[src/rtl/tune_pkg.sv]
package tune_pkg;

    typedef logic [3:0] bcd_t;
    typedef logic [1:0] quad_t;

    typedef struct packed {
        logic up;
        logic dn;
    } step_req_t;

    localparam int SYNC_STAGES = 2;

    function automatic logic [6:0] seg_encode(bcd_t d);
        logic [6:0] s;
        case (d)
            4'd0: s = 7'h3F;
            4'd1: s = 7'h06;
            4'd2: s = 7'h5B;
            4'd3: s = 7'h4F;
            4'd4: s = 7'h66;
            4'd5: s = 7'h6D;
            4'd6: s = 7'h7D;
            4'd7: s = 7'h07;
            4'd8: s = 7'h7F;
            4'd9: s = 7'h6F;
            default: s = 7'h00;
        endcase
        return s;
    endfunction

    function automatic logic quad_fwd(quad_t prev, quad_t cur);
        return (prev == 2'b00 && cur == 2'b10) || (prev == 2'b10 && cur == 2'b11) ||
               (prev == 2'b11 && cur == 2'b01) || (prev == 2'b01 && cur == 2'b00);
    endfunction

    function automatic logic quad_rev(quad_t prev, quad_t cur);
        return quad_fwd(cur, prev);
    endfunction

endpackage

[src/rtl/tune_debounce.sv]
module tune_debounce #(
    parameter int W    = 4,
    parameter int DB_W = 4
) (
    input  logic            clk,
    input  logic            rst,
    input  logic            tick,
    input  logic [DB_W-1:0] db_len,
    input  logic [W-1:0]    raw,
    output logic [W-1:0]    clean
);
    import tune_pkg::*;

    localparam int CW = DB_W + 1;

    logic [CW-1:0] limit;
    assign limit = (db_len == '0) ? CW'(1) : {1'b0, db_len};

    for (genvar i = 0; i < W; i++) begin : g_bit
        logic [SYNC_STAGES-1:0] sync_q;
        logic [CW-1:0]          cnt_q;
        logic                   level_q;
        logic                   sampled;

        assign sampled = sync_q[SYNC_STAGES-1];

        always_ff @(posedge clk) begin
            if (rst) begin
                sync_q  <= '0;
                cnt_q   <= '0;
                level_q <= 1'b0;
            end else begin
                sync_q <= {sync_q[SYNC_STAGES-2:0], raw[i]};
                if (sampled == level_q) begin
                    cnt_q <= '0;
                end else if (tick) begin
                    if (cnt_q + CW'(1) >= limit) begin
                        level_q <= sampled;
                        cnt_q   <= '0;
                    end else begin
                        cnt_q <= cnt_q + CW'(1);
                    end
                end
            end
        end

        assign clean[i] = level_q;
    end

endmodule

[src/rtl/tune_quad_dir.sv]
module tune_quad_dir (
    input  logic clk,
    input  logic rst,
    input  logic a,
    input  logic b,
    output logic up_p,
    output logic dn_p
);
    import tune_pkg::*;

    quad_t             prev_q;
    quad_t             cur;
    logic signed [3:0] acc_q;
    logic signed [3:0] acc_n;

    assign cur = {a, b};

    always_comb begin
        acc_n = acc_q;
        if (quad_fwd(prev_q, cur))
            acc_n = acc_q + 4'sd1;
        else if (quad_rev(prev_q, cur))
            acc_n = acc_q - 4'sd1;
    end

    always_ff @(posedge clk) begin
        if (rst) begin
            prev_q <= 2'b00;
            acc_q  <= '0;
            up_p   <= 1'b0;
            dn_p   <= 1'b0;
        end else begin
            up_p   <= 1'b0;
            dn_p   <= 1'b0;
            prev_q <= cur;
            if (cur != prev_q) begin
                if (cur == 2'b00) begin
                    up_p  <= (acc_n == 4'sd4);
                    dn_p  <= (acc_n == -4'sd4);
                    acc_q <= '0;
                end else begin
                    acc_q <= acc_n;
                end
            end
        end
    end

endmodule

[src/rtl/tune_bcd_chain.sv]
module tune_bcd_chain #(
    parameter int NDIG = 3
) (
    input  logic              clk,
    input  logic              rst,
    input  tune_pkg::step_req_t req,
    output logic [4*NDIG-1:0] digits
);
    import tune_pkg::*;

    bcd_t        dig_q [NDIG];
    logic [NDIG:0] low_nines;
    logic [NDIG:0] low_zeros;
    logic        go_up;
    logic        go_dn;

    assign low_nines[0] = 1'b1;
    assign low_zeros[0] = 1'b1;

    for (genvar i = 0; i < NDIG; i++) begin : g_chain
        assign low_nines[i+1] = low_nines[i] & (dig_q[i] == 4'd9);
        assign low_zeros[i+1] = low_zeros[i] & (dig_q[i] == 4'd0);
    end

    assign go_up = req.up & ~req.dn & ~low_nines[NDIG];
    assign go_dn = req.dn & ~req.up & ~low_zeros[NDIG];

    for (genvar i = 0; i < NDIG; i++) begin : g_digit
        always_ff @(posedge clk) begin
            if (rst) begin
                dig_q[i] <= 4'd0;
            end else if (go_up && low_nines[i]) begin
                dig_q[i] <= (dig_q[i] == 4'd9) ? 4'd0 : dig_q[i] + 4'd1;
            end else if (go_dn && low_zeros[i]) begin
                dig_q[i] <= (dig_q[i] == 4'd0) ? 4'd9 : dig_q[i] - 4'd1;
            end
        end
        assign digits[4*i +: 4] = dig_q[i];
    end

endmodule

[src/rtl/tune_bcd_counter.sv]
module tune_bcd_counter #(
    parameter int NDIG = 3,
    parameter int DB_W = 4
) (
    input  logic              clk,
    input  logic              rst,
    input  logic              tick,
    input  logic [DB_W-1:0]   db_len,
    input  logic              btn_up,
    input  logic              btn_dn,
    input  logic              enc_a,
    input  logic              enc_b,
    output logic [4*NDIG-1:0] digits_o,
    output logic [7*NDIG-1:0] seg_o
);
    import tune_pkg::*;

    localparam int NIN = 4;

    logic [NIN-1:0] clean;
    logic           up_lvl_q;
    logic           dn_lvl_q;
    logic           enc_up;
    logic           enc_dn;
    step_req_t      req;

    tune_debounce #(.W(NIN), .DB_W(DB_W)) u_db (
        .clk    (clk),
        .rst    (rst),
        .tick   (tick),
        .db_len (db_len),
        .raw    ({enc_b, enc_a, btn_dn, btn_up}),
        .clean  (clean)
    );

    tune_quad_dir u_quad (
        .clk  (clk),
        .rst  (rst),
        .a    (clean[2]),
        .b    (clean[3]),
        .up_p (enc_up),
        .dn_p (enc_dn)
    );

    always_ff @(posedge clk) begin
        if (rst) begin
            up_lvl_q <= 1'b0;
            dn_lvl_q <= 1'b0;
        end else begin
            up_lvl_q <= clean[0];
            dn_lvl_q <= clean[1];
        end
    end

    assign req.up = (clean[0] & ~up_lvl_q) | enc_up;
    assign req.dn = (clean[1] & ~dn_lvl_q) | enc_dn;

    tune_bcd_chain #(.NDIG(NDIG)) u_chain (
        .clk    (clk),
        .rst    (rst),
        .req    (req),
        .digits (digits_o)
    );

    for (genvar i = 0; i < NDIG; i++) begin : g_seg
        assign seg_o[7*i +: 7] = seg_encode(digits_o[4*i +: 4]);
    end

endmodule

[config.mk]
export PLATFORM = sky130hd
export DESIGN_NAME = tune_bcd_counter
export DESIGN_NICKNAME = d
export VERILOG_FILES = /design/src/rtl/tune_pkg.sv /design/src/rtl/tune_debounce.sv /design/src/rtl/tune_quad_dir.sv /design/src/rtl/tune_bcd_chain.sv /design/src/rtl/tune_bcd_counter.sv
export SDC_FILE = /design/constraint.sdc
export NUM_CORES = 1
export LEC_CHECK = 0
export ABC_AREA = 1
export CAP_MARGIN = 20
export CELL_PAD_IN_SITES_DETAIL_PLACEMENT = 0
export CELL_PAD_IN_SITES_GLOBAL_PLACEMENT = 1
export CORE_ASPECT_RATIO = 1.5
export CORE_MARGIN = 3
export CORE_UTILIZATION = 45
export CTS_BUF_LIST = sky130_fd_sc_hd__clkbuf_4 sky130_fd_sc_hd__clkbuf_8 sky130_fd_sc_hd__clkbuf_16
export DETAILED_ROUTE_END_ITERATION = 16
export GPL_TIMING_DRIVEN = 0
export PLACE_DENSITY = 0.95
export SLEW_MARGIN = 40
export SYNTH_ARGS = -nofsm -noshare
export SYNTH_HDL_FRONTEND = slang
export SYNTH_SLANG_ARGS = --single-unit
[constraint.sdc]
create_clock -name clk -period 4.3 [get_ports clk]
set_input_delay 0.86 -clock clk [delete_from_list [all_inputs] [get_ports clk]]
set_output_delay 0.86 -clock clk [all_outputs]
set_load 0.1 [all_outputs]
After elaboration in Yosys (flattened, before gate mapping)
Memory sizes are Yosys's and may differ from the RTL's. Cells that the tools add are included. W data, S select, Z words.

Input bits: 11. Logic and storage cells: 160. RAM bits: 12. Memories: 4. Flip-flop bits (word level): 42. Memory bits (read-only): 336. Output and inout port bits: 33.

Magnitude comparators: 4. Eq/ne operators: 16. Muxes and demuxes: 43. Reduce and logical (&&, ||, !) cells: 33. Add/sub/neg operators: 12. Bitwise logic cells: 30.

Memories: (no name shown) (words 16, width 7, rd ports 1, clocked after memory_dff 0, write ports 0, line tune_pkg.sv:15) `case (d)`; (no name shown) (words 16, width 7, rd ports 1, clocked after memory_dff 0, write ports 0, line tune_pkg.sv:15); (no name shown) (words 16, width 7, rd ports 1, clocked after memory_dff 0, write ports 0, line tune_pkg.sv:15); u_chain.dig_q (words 3, width 4, rd ports 3, clocked after memory_dff 0, write ports 3, line tune_bcd_chain.sv:11) `bcd_t dig_q [NDIG];`.

Operators with widths (count): $mux W4 (16); $mux W1 (23); $add A5 B1 Y5 const B (4); $ge A5 B5 Y1 (4); $mux W5 (4); $eq A4 B4 Y1 const B (4); $logic_not A4 Y1 (4); $add A4 B1 Y4 const B (3); $logic_and A1 B1 Y1 (12); $not A1 Y1 (12); $reduce_and A3 Y1 (4); $sub A4 B1 Y4 const B (3); $and A1 B1 Y1 (10); $eq A2 B2 Y1 const B (4); $or A1 B1 Y1 (8); $reduce_or A2 Y1 (4); $logic_or A1 B1 Y1 (6); $add A4 B2 Y4 const B (1); $eq A1 B1 Y1 (4); $eq A2 B1 Y1 const B (2); $eq A4 B3 Y1 const B (1); $logic_not A2 Y1 (2); $sub A4 B2 Y4 const B (1); $reduce_or A3 Y1 (1); $ne A2 B2 Y1 (1).

Depth between registers and ports, before layout
Depth after elaboration: 12. Depth in mapped cells: 14.

Hierarchy
From an unflattened synthesis, not the netlist that was laid out.

Cells, all modules: 625. Area total of the unflattened synthesis: 4267.8 um2.

Modules (own cells, without submodules): tune_debounce (sequential area each 640.6 um2, cells an instance 257, times used 1, area an instance 1884.3 um2); tune_bcd_chain (sequential area each 360.3 um2, cells an instance 155, times used 1, area an instance 1099.8 um2); tune_bcd_counter (sequential area each 40.0 um2, cells an instance 125, times used 1, area an instance 700.7 um2); tune_quad_dir (sequential area each 160.2 um2, cells an instance 88, times used 1, area an instance 583.1 um2).

Worst setup path before layout
OpenSTA, ideal clock, no wires.

Path type: reg2out. From: memory u_chain.dig_q[1][0] in the netlist's numbering. To: output port seg_o[12]. Slack: -1309 ps. Data arrival time: 4749 ps. Path buffers: 0. Cell stages (with the launch flop): 3. Cell sequence: edfxtp_1 -> ha_1 -> o311ai_0.

RTL lines: start, declared (line tune_bcd_chain.sv:11); end, declared (line tune_bcd_counter.sv:14) `output logic [7*NDIG-1:0] seg_o`.

==> results.yml <==
worst_setup_path:
  required_ns: 3.44
  cp.arrival_ns: 2.14
  critPathSlowestCell: "edfxtp_1"
  critPathCaptureType: "output pin"
  startpoint_type: "register"
  cp_max_fo: 6
  cpPeakStageDelay_ns: 0.48
  critical_path_class: "register to output pin"
  worstPathCellList: "inv_1, ha_1, or2_2, a21oi_1, buf_2"
yosys:
  ys_async_sr_fraction: 0
  yosysSeqAreaShare: 0.3035
  synth_top_cell_area_share: 0.2125
  syn_avg_cell_area_um2: 7.288
  syn_nets: 594
  ys_types: 49
  synth_edf_count: 12
  syn_area_mm2: 0.003958
  ys.warnings.count: 0
  synth_largest_area_cell: "dfxtp_1"
  synthCells: 543
  yosys-top-cells-area: "dfxtp_1 21%, ha_1 13%, nand2_1 12%, edfxtp_1 9.1%, inv_1 6.4%"
  synth_flop_cell: "dfxtp_1"
  synth_seq_cells: 54
final_layout:
  syn2layout_area_growth_pct: 14.20
  drive_above_1_share: 0.1838
  fin_nets: 643
  multi_input_area_mm2: 0.002382
  ff_latch_area_mm2: 0.001201
  fillCellCount: 850
  diodes: 0
power:
  power_frac_comb: 0.307
  power_frac_clock: 0.306
  p_sw_w: 0.0005342
  total_power_w: 0.001421
  intPower_w: 0.0008866
  p_seq_frac: 0.388
  switching_share: 0.3760
  irDropWorstVdd_mv: 0.2562
  pwr_density_cell_mw_per_mm2: 314.4
  p_leak_nw: 2.138
floorplan:
  rows: 41
  die-height_um: 120.9
  start_util: 0.4676
  die-area_mm2: 0.009979
  fp.dieW_um: 82.57
  core_mm2: 0.008464
  io_pins: 44
global_route:
  grt_usage: 0.1793
  overflow: 0
  grt_pass1_wl_um: 14640
  grt_max_degree: 17
  grt_pass1_vias: 3389
  antenna_found_initial: 0
drt:
  routed-via-count: 3564
  wl_met2_um: 4637
  top_layer: "met4"
  wl_per_cell_um: 12.02
  routed_via_density: 5.091
  wl_um: 8413
  dr.pass1.iters: 4
  routed-wl-met3_um: 253
  drt_iter0_markers: 186
  drcViolationCount: 0
  wl_met1_um: 3444
  antenna_left: 0
timing:
  min_period_over_period: 0.6968
  tns_ns: 0
  skew_ns: 0.007453
  rsz0062_at_grt: "no"
  relSlewSlack: 0.6531
  setup_viol: 0
  layout_min_cycle_time_ns: 2.996
  worstMarginPinSlew_ns: 0.5204
  hold_ws_ns: 0.4085
  finalHoldViolations: 0
  clock.fmax_mhz: 333.8
  slew_viol_final: 0
clocking:
  cts.clk_slew.worst_paths_ns: 0.07
  clkLatencyLatePin_ns: 0.29
  post_cts_resized: 0
  numCtsBuffers: 5
  postCtsSetupRepairBufs: 0
  holdBufCountCts: 0
  h-tree-depth: 2
  cts_tree: "yes"
  root_buffer: "clkbuf_16"
  cts.path.max_buffers: 2
  clock-sinks: 54
hold_path:
  hp-class: "register to register"
placement:
  gp_congestion: 0.8096
  port_buffers: 42
  dp_hpwl_um: 6645
flow_run:
  maxCapViolations: 0
run_status:
  status: "finished, final reports clean"
==> routing by layer <==
metal / up-vias / track usage
li1: 1842 / -
met1: 1667 / 0.1973
met2: 48 / 0.3464
met3: 7 / 0.02377
met4: 0 / 0.04499
met5: - / 0
==> cell usage after synthesis, types with 3 or more instances <==
cell / number
o21ai_2: 4
buf_6: 3
nor3_1: 8
nor2_2: 6
nand2_2: 10
ha_1: 40
xnor2_1: 6
edfxtp_1: 12
nand2_1: 126
o21ai_1: 5
inv_2: 8
o21ai_0: 23
nor2_1: 59
nand4_1: 7
a31oi_1: 3
a21oi_2: 5
nand3_1: 34
xor2_1: 10
nand2_4: 5
inv_1: 68
a21boi_0: 3
dfxtp_1: 42
a21oi_1: 16
buf_4: 3
or2_2: 5
==> worst paths after layout <==
| path | start | end | slack (ns) | cells past startpoint |
|---|---|---|---|---|
| setup / recovery | u_chain.dig_q[0][0]$_DFFE_PP_ | seg_o[0] | 1.30 | 5 |
| hold / removal | u_db.g_bit[3].sync_q[0]$_SDFF_PP0_ | u_db.g_bit[3].sync_q[1]$_SDFF_PP0_ | 0.41 | 2 |
| setup reg to reg | u_chain.dig_q[1][0]$_DFFE_PP_ | u_chain.dig_q[1][0]$_DFFE_PP_ | 2.19 | 9 |
| hold reg to reg | u_db.g_bit[3].sync_q[0]$_SDFF_PP0_ | u_db.g_bit[3].sync_q[1]$_SDFF_PP0_ | 0.41 | 2 |
==> power groups by stage <==
stage	clock network [W]	registers [W]	logic, W
3_5_place_dp	0	0.000562	0.000437
5_1_grt	0.000463	0.000553	0.000469
3_3_place_gp	0	0.000562	0.000458
6_report	0.000434	0.000551	0.000436
4_1_cts	0.000445	0.000551	0.000438
2_1_floorplan	0	0.000605	0.000319
==> cells in the final DEF, fill, tap and decap left out, types with 3 or more instances in the layout <==
cell type / instances
o21ai_1: 7
edfxtp_1: 12
or2_2: 5
buf_6: 3
nand4_1: 7
buf_4: 3
nand2_2: 10
o21ai_0: 21
inv_1: 68
o21ai_2: 4
clkbuf_16: 6
dfxtp_1: 42
a31oi_1: 3
nor2_1: 59
inv_2: 8
buf_2: 35
nand3_1: 34
nand2_4: 5
nand2_1: 126
a21oi_2: 5
xor2_1: 10
ha_1: 40
a21boi_0: 3
xnor2_1: 6
clkdlybuf4s50_1: 9
nor3_1: 8
nor2_2: 6
a21oi_1: 16
==> sequential cells by signal (all words and copies together) (netlist names), 2 cells and up <==
register and flops:
u_quad.prev_q 2, u_chain.dig_q 12, u_db.g_bit.level_q 4, u_db.g_bit.sync_q 8, u_quad.acc_q 4, u_db.g_bit.cnt_q 20
==> critical path, delay by kind of cell (launching register included) <==
family	cells	cell delay, ns
AOI/OAI and AO/OA	1	0.12
adders and majority gates	1	0.31
and+or+nand+nor	1	0.31
buffers and inverters	2	0.62
DFF	1	0.48
==> cell families (layout without fill, tap and decap cells) <==
group / count (synthesis) / after routing / synth area share
and+or+nand+nor: 273 / 273 / 0.3282
buffers and inverters: 90 / 140 / 0.09643
AOI/OAI and AO/OA: 68 / 68 / 0.1050
DFF: 54 / 54 / 0.3035
adders and majority gates: 40 / 40 / 0.1265
xor gates and xnor gates: 16 / 16 / 0.03541
muxes: 2 / 2 / 0.005059
==> metrics by stage <==
stage | setup WS (ns) | util | cell area (um2) | cells
floorplan | 0.01280 | - | 3965 | 543
global placement | 0.8945 | 0.5339 | 4519 | 692
detailed placement | 1.301 | 0.5144 | 4354 | 692
CTS | 1.293 | 0.5339 | 4519 | 700
global route | 1.140 | 0.5339 | 4519 | 700
finish | 1.304 | 0.5339 | 4519 | 700
==> final cells by class <==
class / count / share of cell area
plain buffers: 11 / 0.01717
clock buffers: 7 / 0.03488
inverters: 79 / 0.06728
multi-input cells: 399 / 0.5271
repair buffers: 42 / 0.05648
well taps: 107 / 0.02962
clock inverters: 1 / 0.001661
flip-flops and latches: 54 / 0.2658
No activity file was read; power rests on OpenSTA's default activity.
